`src/rtl/usb_lpm_pkg.sv`:
```
package usb_lpm_pkg;
   typedef enum logic [1:0] {
      HS_NONE = 2'b00,
      HS_ACK  = 2'b01,
      HS_NYET = 2'b10
   } lpm_hs_e;
endpackage

```
`src/rtl/usb_lpm_cfg_regs.sv`:
```
module usb_lpm_cfg_regs #(
   parameter int HIRD_W = 4
) (
   input  logic              clk,
   input  logic              rst_n,
   input  logic              cfg_wr,
   input  logic              cfg_sup,
   input  logic              cfg_pend,
   input  logic [HIRD_W-1:0] cfg_hird_sw,
   output logic              sup_q,
   output logic              pend_q,
   output logic [HIRD_W-1:0] hird_sw_q
);
   always_ff @(posedge clk or negedge rst_n) begin
      if (!rst_n) begin
         sup_q     <= 1'b0;
         pend_q    <= 1'b0;
         hird_sw_q <= '0;
      end else if (cfg_wr) begin
         sup_q     <= cfg_sup;
         pend_q    <= cfg_pend;
         hird_sw_q <= cfg_hird_sw;
      end
   end
endmodule

```
`src/rtl/usb_lpm_hs_decide.sv`:
```
module usb_lpm_hs_decide
   import usb_lpm_pkg::*;
#(
   parameter int HIRD_W = 4
) (
   input  logic              clk,
   input  logic              rst_n,
   input  logic              tok_vld,
   input  logic [HIRD_W-1:0] tok_hird,
   input  logic              sup,
   input  logic              pend,
   output logic              ack_now,
   output logic              tok_other,
   output lpm_hs_e           hs_q,
   output logic [HIRD_W-1:0] hird_hw_q
);
   lpm_hs_e hs_d;

   always_comb begin
      hs_d = HS_NONE;
      if (tok_vld && sup) hs_d = pend ? HS_NYET : HS_ACK;
   end

   assign ack_now   = (hs_d == HS_ACK);
   assign tok_other = tok_vld && (hs_d != HS_ACK);

   always_ff @(posedge clk or negedge rst_n) begin
      if (!rst_n) begin
         hs_q      <= HS_NONE;
         hird_hw_q <= '0;
      end else begin
         hs_q <= hs_d;
         if (tok_vld) hird_hw_q <= tok_hird;
      end
   end
endmodule

```
`src/rtl/usb_lpm_retry_timer.sv`:
```
module usb_lpm_retry_timer #(
   parameter int WINDOW_MS = 10
) (
   input  logic clk,
   input  logic rst_n,
   input  logic abort,
   input  logic start,
   input  logic stop,
   input  logic tick,
   output logic expire,
   output logic armed
);
   localparam int CNT_W = (WINDOW_MS > 1) ? $clog2(WINDOW_MS + 1) : 1;

   logic quiet;
   assign quiet = !abort && !start && !stop;

   if (WINDOW_MS < 1) begin : g_bad_window
      $error("usb_lpm_retry_timer: WINDOW_MS must be at least 1");
   end

   if (WINDOW_MS == 1) begin : g_single
      logic armed_q;
      assign expire = quiet && tick && armed_q;
      assign armed  = armed_q;
      always_ff @(posedge clk or negedge rst_n) begin
         if (!rst_n)                  armed_q <= 1'b0;
         else if (abort)              armed_q <= 1'b0;
         else if (start)              armed_q <= 1'b1;
         else if (stop || expire)     armed_q <= 1'b0;
      end
   end else begin : g_count
      localparam logic [CNT_W-1:0] RELOAD = CNT_W'(WINDOW_MS);
      logic             armed_q;
      logic [CNT_W-1:0] cnt_q;
      assign expire = quiet && tick && armed_q && (cnt_q == CNT_W'(1));
      assign armed  = armed_q;
      always_ff @(posedge clk or negedge rst_n) begin
         if (!rst_n) begin
            armed_q <= 1'b0;
            cnt_q   <= '0;
         end else if (abort) begin
            armed_q <= 1'b0;
         end else if (start) begin
            armed_q <= 1'b1;
            cnt_q   <= RELOAD;
         end else if (stop) begin
            armed_q <= 1'b0;
         end else if (tick && armed_q) begin
            if (cnt_q == CNT_W'(1)) armed_q <= 1'b0;
            else                    cnt_q   <= cnt_q - CNT_W'(1);
         end
      end
   end
endmodule

```
`src/rtl/usb_lpm_susp_ctrl.sv`:
```
module usb_lpm_susp_ctrl (
   input  logic clk,
   input  logic rst_n,
   input  logic sup,
   input  logic bus_reset,
   input  logic host_resume,
   input  logic expire,
   input  logic tok_vld,
   input  logic tok_rwake,
   input  logic susp_wr,
   input  logic susp_wdata,
   output logic susp_q,
   output logic rwake_en_q,
   output logic rwake_req_q
);
   logic sw_wake;
   assign sw_wake = susp_wr && !susp_wdata && susp_q && rwake_en_q && sup;

   always_ff @(posedge clk or negedge rst_n) begin
      if (!rst_n) begin
         susp_q      <= 1'b0;
         rwake_en_q  <= 1'b0;
         rwake_req_q <= 1'b0;
      end else begin
         rwake_req_q <= sw_wake;

         if (bus_reset)                       susp_q <= 1'b0;
         else if (sup) begin
            if (host_resume || sw_wake)       susp_q <= 1'b0;
            else if (expire)                  susp_q <= 1'b1;
         end

         if (bus_reset || host_resume || sw_wake) rwake_en_q <= 1'b0;
         else if (tok_vld && sup && tok_rwake)    rwake_en_q <= 1'b1;
      end
   end
endmodule

```
`src/rtl/usb_lpm_link_ctrl.sv`:
```
module usb_lpm_link_ctrl
   import usb_lpm_pkg::*;
#(
   parameter int HIRD_W    = 4,
   parameter int WINDOW_MS = 10
) (
   input  logic              clk,
   input  logic              rst_n,
   input  logic              tok_vld,
   input  logic [HIRD_W-1:0] tok_hird,
   input  logic              tok_rwake,
   input  logic              host_resume,
   input  logic              bus_reset,
   input  logic              tick_1ms,
   input  logic              cfg_wr,
   input  logic              cfg_sup,
   input  logic              cfg_pend,
   input  logic [HIRD_W-1:0] cfg_hird_sw,
   input  logic              susp_wr,
   input  logic              susp_wdata,
   output logic [1:0]        hs_code,
   output logic [HIRD_W-1:0] hird_hw,
   output logic [HIRD_W-1:0] hird_sw,
   output logic              lpm_sup,
   output logic              data_pend,
   output logic              rwake_en,
   output logic              lpm_susp,
   output logic              rwake_req
);
   if (HIRD_W < 1) begin : g_bad_hird
      $error("usb_lpm_link_ctrl: HIRD_W must be at least 1");
   end

   logic    ack_now;
   logic    tok_other;
   logic    expire;
   logic    armed;
   lpm_hs_e hs_q;

   usb_lpm_cfg_regs #(.HIRD_W(HIRD_W)) u_cfg (
      .clk         (clk),
      .rst_n       (rst_n),
      .cfg_wr      (cfg_wr),
      .cfg_sup     (cfg_sup),
      .cfg_pend    (cfg_pend),
      .cfg_hird_sw (cfg_hird_sw),
      .sup_q       (lpm_sup),
      .pend_q      (data_pend),
      .hird_sw_q   (hird_sw)
   );

   usb_lpm_hs_decide #(.HIRD_W(HIRD_W)) u_hs (
      .clk       (clk),
      .rst_n     (rst_n),
      .tok_vld   (tok_vld),
      .tok_hird  (tok_hird),
      .sup       (lpm_sup),
      .pend      (data_pend),
      .ack_now   (ack_now),
      .tok_other (tok_other),
      .hs_q      (hs_q),
      .hird_hw_q (hird_hw)
   );

   usb_lpm_retry_timer #(.WINDOW_MS(WINDOW_MS)) u_tmr (
      .clk    (clk),
      .rst_n  (rst_n),
      .abort  (bus_reset || host_resume),
      .start  (ack_now),
      .stop   (tok_other),
      .tick   (tick_1ms),
      .expire (expire),
      .armed  (armed)
   );

   usb_lpm_susp_ctrl u_susp (
      .clk         (clk),
      .rst_n       (rst_n),
      .sup         (lpm_sup),
      .bus_reset   (bus_reset),
      .host_resume (host_resume),
      .expire      (expire),
      .tok_vld     (tok_vld),
      .tok_rwake   (tok_rwake),
      .susp_wr     (susp_wr),
      .susp_wdata  (susp_wdata),
      .susp_q      (lpm_susp),
      .rwake_en_q  (rwake_en),
      .rwake_req_q (rwake_req)
   );

   assign hs_code = hs_q;

   logic unused_armed;
   assign unused_armed = armed;
endmodule

```
`config.mk`:
```
export PLATFORM = sky130hd
export DESIGN_NAME = usb_lpm_link_ctrl
export DESIGN_NICKNAME = d
export VERILOG_FILES = /design/src/rtl/usb_lpm_pkg.sv /design/src/rtl/usb_lpm_cfg_regs.sv /design/src/rtl/usb_lpm_hs_decide.sv /design/src/rtl/usb_lpm_retry_timer.sv /design/src/rtl/usb_lpm_susp_ctrl.sv /design/src/rtl/usb_lpm_link_ctrl.sv
export SDC_FILE = /design/constraint.sdc
export NUM_CORES = 1
export LEC_CHECK = 0
export BUFFER_PORTS_ARGS = -buffer_cell sky130_fd_sc_hd__buf_2
export CORE_MARGIN = 4
export CORE_UTILIZATION = 35
export CTS_BUF_LIST = sky130_fd_sc_hd__clkbuf_8
export DETAILED_ROUTE_END_ITERATION = 10
export GPL_TIMING_DRIVEN = 1
export PLACE_DENSITY = 0.58
export SLEW_MARGIN = 10
export SYNTH_ARGS = -nofsm -noshare
export SYNTH_HDL_FRONTEND = slang
export SYNTH_SLANG_ARGS = --single-unit
```
`constraint.sdc`:
```
create_clock -name clk -period 1.7 [get_ports clk]
set_input_delay 0.425 -clock clk [delete_from_list [all_inputs] [get_ports clk]]
set_output_delay 0.425 -clock clk [all_outputs]
set_load 0.01 [all_outputs]
```
==> metrics, run 1 <==
outcome=finished clean; share of the synthesized area in the top cell type=~55%; slew at the pin closest to its max-slew limit=~0.44 ns; fillers=about 250; first-pass GRT wire length=roughly 2900 µm; routed vias=approximately 650; Post-Layout Cell Count=139; setup TNS=0 ns; Post-synth EDFFs=0; HP Class=input pin to async pin; antenna cell count=0; Distinct cells, synth=31; crit-path max FO=4; fmax=0.708 GHz; CTS tree=done; critical path startpoint category=flip-flop; port bufs=34; row count=18; placed cell area=1110 µm²; share of layout cells above drive strength 1=50.5%; Seq/Total Area, Yosys=54.6%; switching share of power=~23%; area grow syn2layout=28.4%; DR WL/cell=around 12 µm; TritonRoute pass-1 iters=4; Pint=around 920 µW; Setup Buffers After CTS=0; die width=approximately 60 µm; clk slew on worst S/H paths=0.08 ns; worst r2r dst=u_tmr.g_count.cnt_q[1]$_DFFE_PN0P_; Post-synth ARST share=between 90% and 100%; largest vdd supply drop=0.630 mV; starting density of the core=about 37%; CP endpoint kind=flip-flop; period utilisation layout=between 80 and 90%; Starting DRT DRC Count=4; DRC=0; die height=slightly below 60 µm; H-tree depth=1; syn_area_per_cell=about 12 µm²; Critical path origin=u_tmr.g_count.cnt_q[1]$_DFFE_PN0P_; worst setup path end=u_tmr.g_count.cnt_q[1]$_DFFE_PN0P_; Total Die Area=about 3500 µm²; RSZ-0062 raised after global routing=false; Pwr Density=approximately 1000 nW/µm²; number of antenna violations at the first check in global routing=0; area of the multi-input gates=approximately 370 µm²; Synth Instances=74; GRT Util Overall=about 11%; clk sink count=20; Static Leak=around 0.00060 µW; Final Setup Violations=0; commonest non-fill, non-tap cell in the layout=buf_2; root buf cell=clkbuf_8; main area contributors after synthesis=dfrtp_1, mux2_2, ha_1, nand3b_4, nor2_1; syn_nets=96; Synth warnings=0; post-CTS sizing=0; Mapped Area=917 µm²; deepest clock path buffer count=2; Final #Nets=around 130; Setup Crit Path Kind=flip-flop to flip-flop; Max Cap Viol=0; Clk pwr share=39.6%; Num CTS Buffers=3; worst reg-to-reg path cell count=6; post-DP HPWL=~1300 µm; Max-slew headroom=a little over two thirds; critical path data required time=between 1.5 and 2 ns; GPL Wtd Cong=roughly 0.75; Reg power frac=between 40 and 50%; antenna-violating nets left=0; main flop type after synthesis=dfrtp_1; flop2flop setup slack=roughly 0.29 ns; Worst-Skew Late Latency=~0.25 ns; DRT Wirelength=~1700 µm; Final Hold Fails=0; Placed Cells=between 100 and 150; r2r startpoint=u_tmr.g_count.cnt_q[1]$_DFFE_PN0P_; sequential cell area=between 500 and 600 µm²; combinational fraction of design power=~14%; most frequent cells in the layout=buf_2, dfrtp_1, mux2_2, nor2_1; Psw=roughly 270 µW; cts hold-fix bufs=0; cell taking the most area after synthesis=dfrtp_1; pins over their slew limit=0; crit path DAT=around 1.6 ns; Core Region=around 2500 µm²; via-per-instance ratio=4.69; largest net degree at the start of global routing=21; Post-Route Skew=approximately 0.0044 ns; Tmin final=between 1 and 1.5 ns; remaining global-route overflow=0; Seq cells post-synth=20; I/O pins=35; fin area=around 1200 µm²; number of global-route vias before repair=656
[cell families (layout without fill, tap and decap cells)]
group,count (synthesis),after routing,synth area share (%)
adders and majority gates,2,2,2.73
buffers and inverters,8,43,4.64
and+or+nand+nor,25,25,17.7
DFF,20,20,54.6
AOI/OAI and AO/OA,8,8,6.96
muxes,11,11,13.4
[final cells by class]
| type | instances | share of cell area [%] |
|---|---|---|
| Inverter | 5 | 2.02 |
| Clock inverter | 1 | 2.55 |
| Clock buffer | 3 | 3.51 |
| Tap cell | 30 | 3.19 |
| Sequential cell | 20 | 42.5 |
| Timing Repair Buffer | 34 | 14.5 |
| Multi-Input combinational cell | 46 | 31.8 |
[synth_stat cells, types with 2 or more instances]
| master | instances |
|---|---|
| nand3_1 | 2 |
| clkbuf_1 | 2 |
| nor2_1 | 5 |
| mux2_2 | 10 |
| ha_1 | 2 |
| nand2_1 | 4 |
| nand3b_1 | 2 |
| o22a_1 | 2 |
| inv_1 | 4 |
| dfrtp_1 | 20 |
[metal layers]
| layer | routed length (µm) | vias up | track usage, % |
|---|---|---|---|
| met2 | 844 | 16 | 17.3 |
| li1 | - | 326 | - |
| met5 | 0 | - | 0 |
| met3 | 97 | 2 | 3.27 |
| met1 | 754 | 308 | 13.9 |
| met4 | 13 | 0 | 3.88 |
[state kept, by name (all words and copies together), names as in the netlist, 2 cells and up]
signal,cells
u_tmr.g_count.cnt_q,4
u_cfg.hird_sw_q,4
u_hs.hs_q,2
u_hs.hird_hw_q,4
[power by group through the flow]
stage / logic [µW] / clock network, µW / registers (µW)
floorplan: 84.1 / 0 / 571
global placement: 166 / 0 / 561
global route: 188 / 511 / 561
detailed placement: 168 / 0 / 563
CTS: 169 / 483 / 554
finish: 165 / 471 / 553
[worst max-delay path, cell delays in order, from the launching register on]
cell	delay, ns
dfrtp_1	0.39
inv_1	0.08
ha_1	0.14
nor3b_4	0.24
nor2_2	0.09
o21a_4	0.20
o22a_1	0.17
[worst min path at each step]
stage                                     endpoint  cells past startpoint
finish              u_cfg.hird_sw_q[3]$_DFFE_PN0P_                      1
global route        u_cfg.hird_sw_q[1]$_DFFE_PN0P_                      1
CTS                 u_cfg.hird_sw_q[3]$_DFFE_PN0P_                      1
detailed placement  u_cfg.hird_sw_q[1]$_DFFE_PN0P_                      1
global placement    u_cfg.hird_sw_q[3]$_DFFE_PN0P_                      1
floorplan           u_cfg.hird_sw_q[0]$_DFFE_PN0P_                      0
[per-stage QoR]
stage	total power, µW	setup slack (ns)	hold WS (ns)	util [%]
4_1_cts	1210	0.280	0.121	47.5
3_3_place_gp	727	0.305	0.396	44.6
3_5_place_dp	731	0.293	0.406	44.6
6_report	1190	0.287	0.0998	47.5
2_1_floorplan	655	0.378	0.129	-
5_1_grt	1260	0.213	0.136	47.5
Note: power is estimated with default switching activity, not from simulation.
==> run 2: changes to the inputs <==
--- a/config.mk
+++ b/config.mk
@@ -11,7 +11,7 @@
 export CTS_BUF_LIST = sky130_fd_sc_hd__clkbuf_8
 export DETAILED_ROUTE_END_ITERATION = 10
 export GPL_TIMING_DRIVEN = 1
-export PLACE_DENSITY = 0.58
+export PLACE_DENSITY = 0.61
 export SLEW_MARGIN = 10
 export SYNTH_ARGS = -nofsm -noshare
 export SYNTH_HDL_FRONTEND = slang
==> constraint.sdc (replaced) <==
create_clock -name clk -period 1.15 [get_ports clk]
set_input_delay 0.2875 -clock clk [delete_from_list [all_inputs] [get_ports clk]]
set_output_delay 0.2875 -clock clk [all_outputs]
set_load 0.01 [all_outputs]
==> metrics, run 2 (synthesis results as in run 1) <==
outcome=complete, but fails checks; failing checks=setup timing; die width=between 50 and 60 µm; Worst-Skew Late Latency=0.26 ns; Psw=approximately 450 µW; crit-path max cell delay=between 0.3 and 0.4 ns; via-per-instance ratio=approximately 4.9; antenna-violating nets left=0; Pint=1430 µW; CP endpoint kind=flip-flop; share of layout cells above drive strength 1=between 60 and 70%; DRT Wirelength=2050 µm; Setup Crit Path Kind=flip-flop to flip-flop; slew at the pin closest to its max-slew limit=around 0.45 ns; Clk pwr share=between 30% and 40%; CTS tree=done; DRC=0; starting density of the core=37.0%; first-pass GRT wire length=3450 µm; antenna cell count=0; HP Class=input pin to flip-flop; crit path DAT=1.50 ns; Pwr Density=1380 nW/µm²; crit-path max FO=3; die height=between 50 and 60 µm; number of antenna violations at the first check in global routing=0; fmax=between 0.7 and 0.8 GHz; port bufs=34; Tmin final=about 1.3 ns; pins over their slew limit=0; post-DP HPWL=between 1500 and 2000 µm; GPL Wtd Cong=a little over 0.8; Num CTS Buffers=3; Core Region=2480 µm²; Final WS setup=-0.194 ns; I/O pins=35; deepest clock path buffer count=2; Starting DRT DRC Count=10; Final Hold Fails=0; Post-Route Skew=0.00155 ns; GRT Util Overall=approximately 14%; row count=18; largest vdd supply drop=approximately 1.3 mV; combinational fraction of design power=18.9%; hold depth=2; critical path data required time=1.30 ns; critical-path cell list=inv_2 > ha_4 > nor3b_4 > nor2_2 > o21a_4 > o22a_1; Final #Nets=146; remaining global-route overflow=0; H-tree depth=1; switching share of power=about a quarter; most frequent cells in the layout=buf_2, dfrtp_1, mux2_2, buf_4, nor2_1; area grow syn2layout=48.0%; clk sink count=20; WHS=0.257 ns; Final Setup Violations=7; commonest non-fill, non-tap cell in the layout=buf_2; largest net degree at the start of global routing=21; critical path startpoint category=flip-flop; number of global-route vias before repair=795; Crit-path slowest cell=dfrtp_1; Reg power frac=a little over two fifths; Placed Cells=around 150; root buf cell=clkbuf_8; placed cell area=1190 µm²; DR WL/cell=roughly 13 µm; Total Die Area=approximately 3500 µm²; Hold Crit Start=cfg_hird_sw[0]; clk slew on worst S/H paths=~0.070 ns; Largest regs=u_cfg.hird_sw_q (4), u_hs.hird_hw_q (4), u_tmr.g_count.cnt_q (4); Hold Path End=u_cfg.hird_sw_q[0]$_DFFE_PN0P_; TritonRoute pass-1 iters=4; flop2flop setup slack=-0.19 ns; setup TNS=-0.838 ns; routed vias=751; fin area=approximately 1400 µm²; RSZ-0062 raised after global routing=true; Post-Layout Cell Count=between 150 and 200; Max-slew headroom=70.2%; r2r startpoint=u_tmr.g_count.cnt_q[1]$_DFFE_PN0P_; worst reg-to-reg path cell count=6; Max Cap Viol=0; Static Leak=about 0.00067 µW; worst r2r dst=u_tmr.g_count.cnt_q[1]$_DFFE_PN0P_; period utilisation layout=117%
run 2: cell types whose count changed in the layout (fill, tap and decap cells not counted), sizes merged:
cell and delta:
buf +13, dlygate4sd3 +1
run 2: final cells by class:
| class | count | area, µm² |
|---|---|---|
| fill | 237 | 1120 |
| timing repair buffer | 48 | 295 |
| clock buffer | 3 | 41.3 |
| tap | 30 | 37.5 |
| multi-input combinational | 46 | 429 |
| clock inverter | 1 | 30.0 |
| sequential | 20 | 500 |
| inverter | 5 | 23.8 |
run 2: metal layers:
metal / GRT usage (%) / part of all wire, % / vias to the layer above
li1: - / - / 358
met4: 5.83 / 1.1 / 0
met1: 14.7 / 42 / 358
met3: 5.45 / 8.8 / 4
met2: 23.1 / 48 / 31
met5: 0 / 0 / -
run 2: critical path, delay by kind of cell (launching register included):
kind / cells / cell delay [ns]
compound gates: 2 / 0.34
flops: 1 / 0.39
simple gates: 2 / 0.31
fa+ha+maj: 1 / 0.12
buf+inv: 1 / 0.08
run 2: stage by stage:
stage / setup slack [ns] / utilization [%] / total power [µW]
finish: -0.194 / 54.8 / 1880
global route: -0.281 / 54.8 / 1990
CTS: -0.214 / 54.0 / 1900
detailed placement: -0.227 / 48.2 / 1140
global placement: -0.165 / 48.2 / 1120
floorplan: -0.160 / - / 970
run 2: power groups by stage:
stage	clock (µW)	sequential (µW)	combinational, µW
global placement	0	821	303
detailed placement	0	823	313
floorplan	0	844	125
CTS	735	816	345
finish	702	820	354
global route	766	831	392
run 2: worst max-delay path by stage:
| stage | startpoint | to | slack, ns |
|---|---|---|---|
| 4_1_cts | u_tmr.g_count.cnt_q[1]$_DFFE_PN0P_ | u_tmr.g_count.cnt_q[1]$_DFFE_PN0P_ | -0.21 |
| 5_1_grt | u_tmr.g_count.cnt_q[1]$_DFFE_PN0P_ | u_tmr.g_count.cnt_q[1]$_DFFE_PN0P_ | -0.28 |
| 6_report | u_tmr.g_count.cnt_q[1]$_DFFE_PN0P_ | u_tmr.g_count.cnt_q[1]$_DFFE_PN0P_ | -0.19 |
| 3_5_place_dp | u_tmr.g_count.cnt_q[1]$_DFFE_PN0P_ | u_tmr.g_count.cnt_q[1]$_DFFE_PN0P_ | -0.23 |
| 3_3_place_gp | u_tmr.g_count.cnt_q[1]$_DFFE_PN0P_ | u_tmr.g_count.cnt_q[1]$_DFFE_PN0P_ | -0.16 |
| 2_1_floorplan | u_tmr.g_count.cnt_q[1]$_DFFE_PN0P_ | u_tmr.g_count.cnt_q[1]$_DFFE_PN0P_ | -0.16 |
run 2: repair_timing:
item,CTS,global route
pin swaps,7,7
hold endpoints to repair,20,0
hold buffers,1,0
buffers inserted,2,0
resized for setup,11,5
endpoints found under the setup margin,7,9
==> run 3: changes to the inputs <==
--- a/config.mk
+++ b/config.mk
@@ -11,8 +11,9 @@
 export CTS_BUF_LIST = sky130_fd_sc_hd__clkbuf_8
 export DETAILED_ROUTE_END_ITERATION = 10
 export GPL_TIMING_DRIVEN = 1
-export PLACE_DENSITY = 0.61
+export PLACE_DENSITY = 0.58
 export SLEW_MARGIN = 10
 export SYNTH_ARGS = -nofsm -noshare
 export SYNTH_HDL_FRONTEND = slang
+export SYNTH_HIERARCHICAL = 1
 export SYNTH_SLANG_ARGS = --single-unit
==> constraint.sdc (replaced) <==
create_clock -name clk -period 1.7 [get_ports clk]
set_input_delay 0.425 -clock clk [delete_from_list [all_inputs] [get_ports clk]]
set_output_delay 0.425 -clock clk [all_outputs]
set_load 0.01 [all_outputs]
==> metrics, run 3 <==
Core Region=~2500 µm²; worst reg-to-reg path cell count=6; fin area=approximately 1300 µm²; fmax=slightly above 0.6 GHz; Worst-Skew Late Latency=approximately 0.26 ns; Max Cap Viol=0; largest net degree at the start of global routing=21; post-DP HPWL=1570 µm; slew at the pin closest to its max-slew limit=between 0.4 and 0.5 ns; Crit-path slowest cell=or3b_4; share of the synthesized area in the top cell type=52.4%; period utilisation layout=between 90% and 100%; syn_nets=93; critical-path cell list=inv_2 > ha_2 > or3b_4 > nor3_4 > a21oi_2 > a2111oi_2; Post-synth ARST share=between 90% and 100%; GRT Util Overall=approximately an eighth; Synth Area in Compound Gates=12.3%; pre-CTS WS=-0.112 ns; Adder-Cell Fraction of Synth Area=around 2.6%; number of antenna violations at the first check in global routing=0; Distinct cells, synth=32; commonest non-fill, non-tap cell in the layout=buf_2; Starting DRT DRC Count=18; HP Class=input pin to async pin; Num CTS Buffers=3; Synth warnings=6; starting density of the core=between 30% and 40%; CP endpoint kind=flip-flop; first-pass GRT wire length=~3600 µm; Commonest cells post-synth=dfrtp_1, mux2_4, inv_1, mux2_2, o211ai_1; Synth Area in Simple Gates=approximately 15%; TritonRoute pass-1 iters=4; main flop type after synthesis=dfrtp_1; CTS tree=done; Post-Layout Cell Count=roughly 150; crit-path max FO=3; Post-Route Skew=0.000828 ns; Mapped Area=about 950 µm²; antenna-violating nets left=0; cell taking the most area after synthesis=dfrtp_1; Final Hold Fails=0; crit-path leading delay family=simple AND/OR/NAND/NOR gates; root buf cell=clkbuf_8; WHS=around 0.10 ns; die width=~60 µm; worst r2r dst=u_susp/susp_q$_DFFE_PN0P_; critical path startpoint category=flip-flop; r2r startpoint=u_tmr/g_count.cnt_q[1]$_DFFE_PN0P_; outcome=finished clean; Final Setup Violations=0; clk sink count=20; H-tree depth=1; share of layout cells above drive strength 1=roughly three fifths; most frequent cells in the layout=buf_2, dfrtp_1, buf_4, mux2_4; Tmin final=approximately 1.6 ns; largest vdd supply drop=just over 0.8 mV; Placed Cells=~140; crit-path max cell delay=about 0.40 ns; clk slew on worst S/H paths=0.07 ns; port bufs=34; GPL Wtd Cong=0.765; critical path data required time=1.85 ns; Final #Nets=139; flop2flop setup slack=approximately 0.056 ns; Largest regs=u_cfg/hird_sw_q (4), u_hs/hird_hw_q (4), u_tmr/g_count.cnt_q (4); WP buf/inv=1; Static Leak=between 0.0006 and 0.0007 µW; via-per-instance ratio=roughly 5.1; Max-slew headroom=70.3%; syn_area_per_cell=between 10 and 15 µm²; I/O pins=35; remaining global-route overflow=0; Synth Instances=71; main area contributors after synthesis=dfrtp_1, mux2_4, mux2_2, nand4bb_4, ha_1; DRT Wirelength=~2100 µm; routed vias=between 700 and 800; Setup Crit Path Kind=flip-flop to flip-flop; Pwr Density=938 nW/µm²; largest family of logic cells by synthesized area=simple AND/OR/NAND/NOR gates; DR WL/cell=about 14 µm; antenna cell count=0; total power=around 1200 µW; Seq/Total Area, Yosys=52.4%; Seq cells post-synth=20; placed cell area=between 1000 and 1500 µm²; cts hold-fix bufs=0; row count=18; die height=between 60 and 70 µm; Total Die Area=3630 µm²; Post-synth EDFFs=0; number of global-route vias before repair=801; pins over their slew limit=0; DRC=0; Synth Area in XOR/XNOR=0%; area grow syn2layout=37.0%; deepest clock path buffer count=2; most frequent cell after synthesis=dfrtp_1; mux share of post-synthesis cell area=roughly 14%; Final WS setup=0.0558 ns; crit path DAT=approximately 1.8 ns
[run 3: changes by cell type in the layout (fill, tap and decap cells not counted), sizes merged, moves of 2 or more]
cell     change
buf          -5
nor2         -5
nand2        -4
nand3b       -3
a2111oi      +2
and2         +2
nand2b       +2
nand3        -2
o211ai       +2
o22a         -2
[run 3: cell families (layout without fill, tap and decap cells)]
group / count (synthesis) / in the layout
adder cells (fa/ha/maj): 2 / 2
AO/OA/AOI/OAI: 15 / 15
buffers and inverters: 6 / 51
multiplexers: 10 / 10
AND/OR/NAND/NOR: 18 / 18
flip-flops: 20 / 20
[run 3: how the worst max path moves through the flow]
stage	from	end	slack [ns]	depth (start not counted)
after floorplan	u_tmr/g_count.cnt_q[1]$_DFFE_PN0P_	u_susp/susp_q$_DFFE_PN0P_	0.08	6
after global placement	u_tmr/g_count.cnt_q[1]$_DFFE_PN0P_	u_susp/susp_q$_DFFE_PN0P_	0.02	6
after detailed placement	u_tmr/g_count.cnt_q[1]$_DFFE_PN0P_	u_susp/susp_q$_DFFE_PN0P_	-0.11	6
after CTS	u_tmr/g_count.cnt_q[1]$_DFFE_PN0P_	u_susp/susp_q$_DFFE_PN0P_	0.08	6
after global routing	u_tmr/g_count.cnt_q[1]$_DFFE_PN0P_	u_susp/susp_q$_DFFE_PN0P_	-0.0001	6
final	u_tmr/g_count.cnt_q[1]$_DFFE_PN0P_	u_susp/susp_q$_DFFE_PN0P_	0.06	6
[run 3: final cells by class]
| cell class | instances | area (µm²) |
|---|---|---|
| Clock buffer | 3 | 41.3 |
| Inverter | 5 | 18.8 |
| Sequential cell | 20 | 500 |
| Tap cell | 30 | 37.5 |
| Multi-Input combinational cell | 45 | 449 |
| Clock inverter | 1 | 30.0 |
| Fill cell | 236 | 1240 |
| Timing Repair Buffer | 42 | 230 |
[run 3: report_power, final]
| group | switching, µW | internal, µW | leakage, µW |
|---|---|---|---|
| registers | 23.9 | 515 | 0.000247 |
| logic | 98.5 | 113 | 0.000369 |
| clock network | 162 | 314 | 0.0000357 |
[run 3: timing repair]
action	4_1_cts	5_1_grt
gates resized for setup	3	5
setup buffers	0	1
setup endpoints to repair	1	1
pin swaps	0	3
cloned	0	0
hold endpoints to repair	0	0
[run 3: layer usage]
metal / vias to the layer above / track usage (%) / share of wire [%]
li1: 354 / - / -
met1: 363 / 16.7 / 44
met2: 23 / 21.5 / 50
met3: 2 / 4.54 / 5.7
met4: 0 / 2.85 / 0.48
met5: - / 0 / 0
[run 3: metrics by stage]
stage,util [%],setup TNS (ns)
after floorplan,-,0
after global placement,47.3,0
after detailed placement,47.3,-0.112
after CTS,50.6,0
after global routing,51.4,-0.000109
final,51.4,0
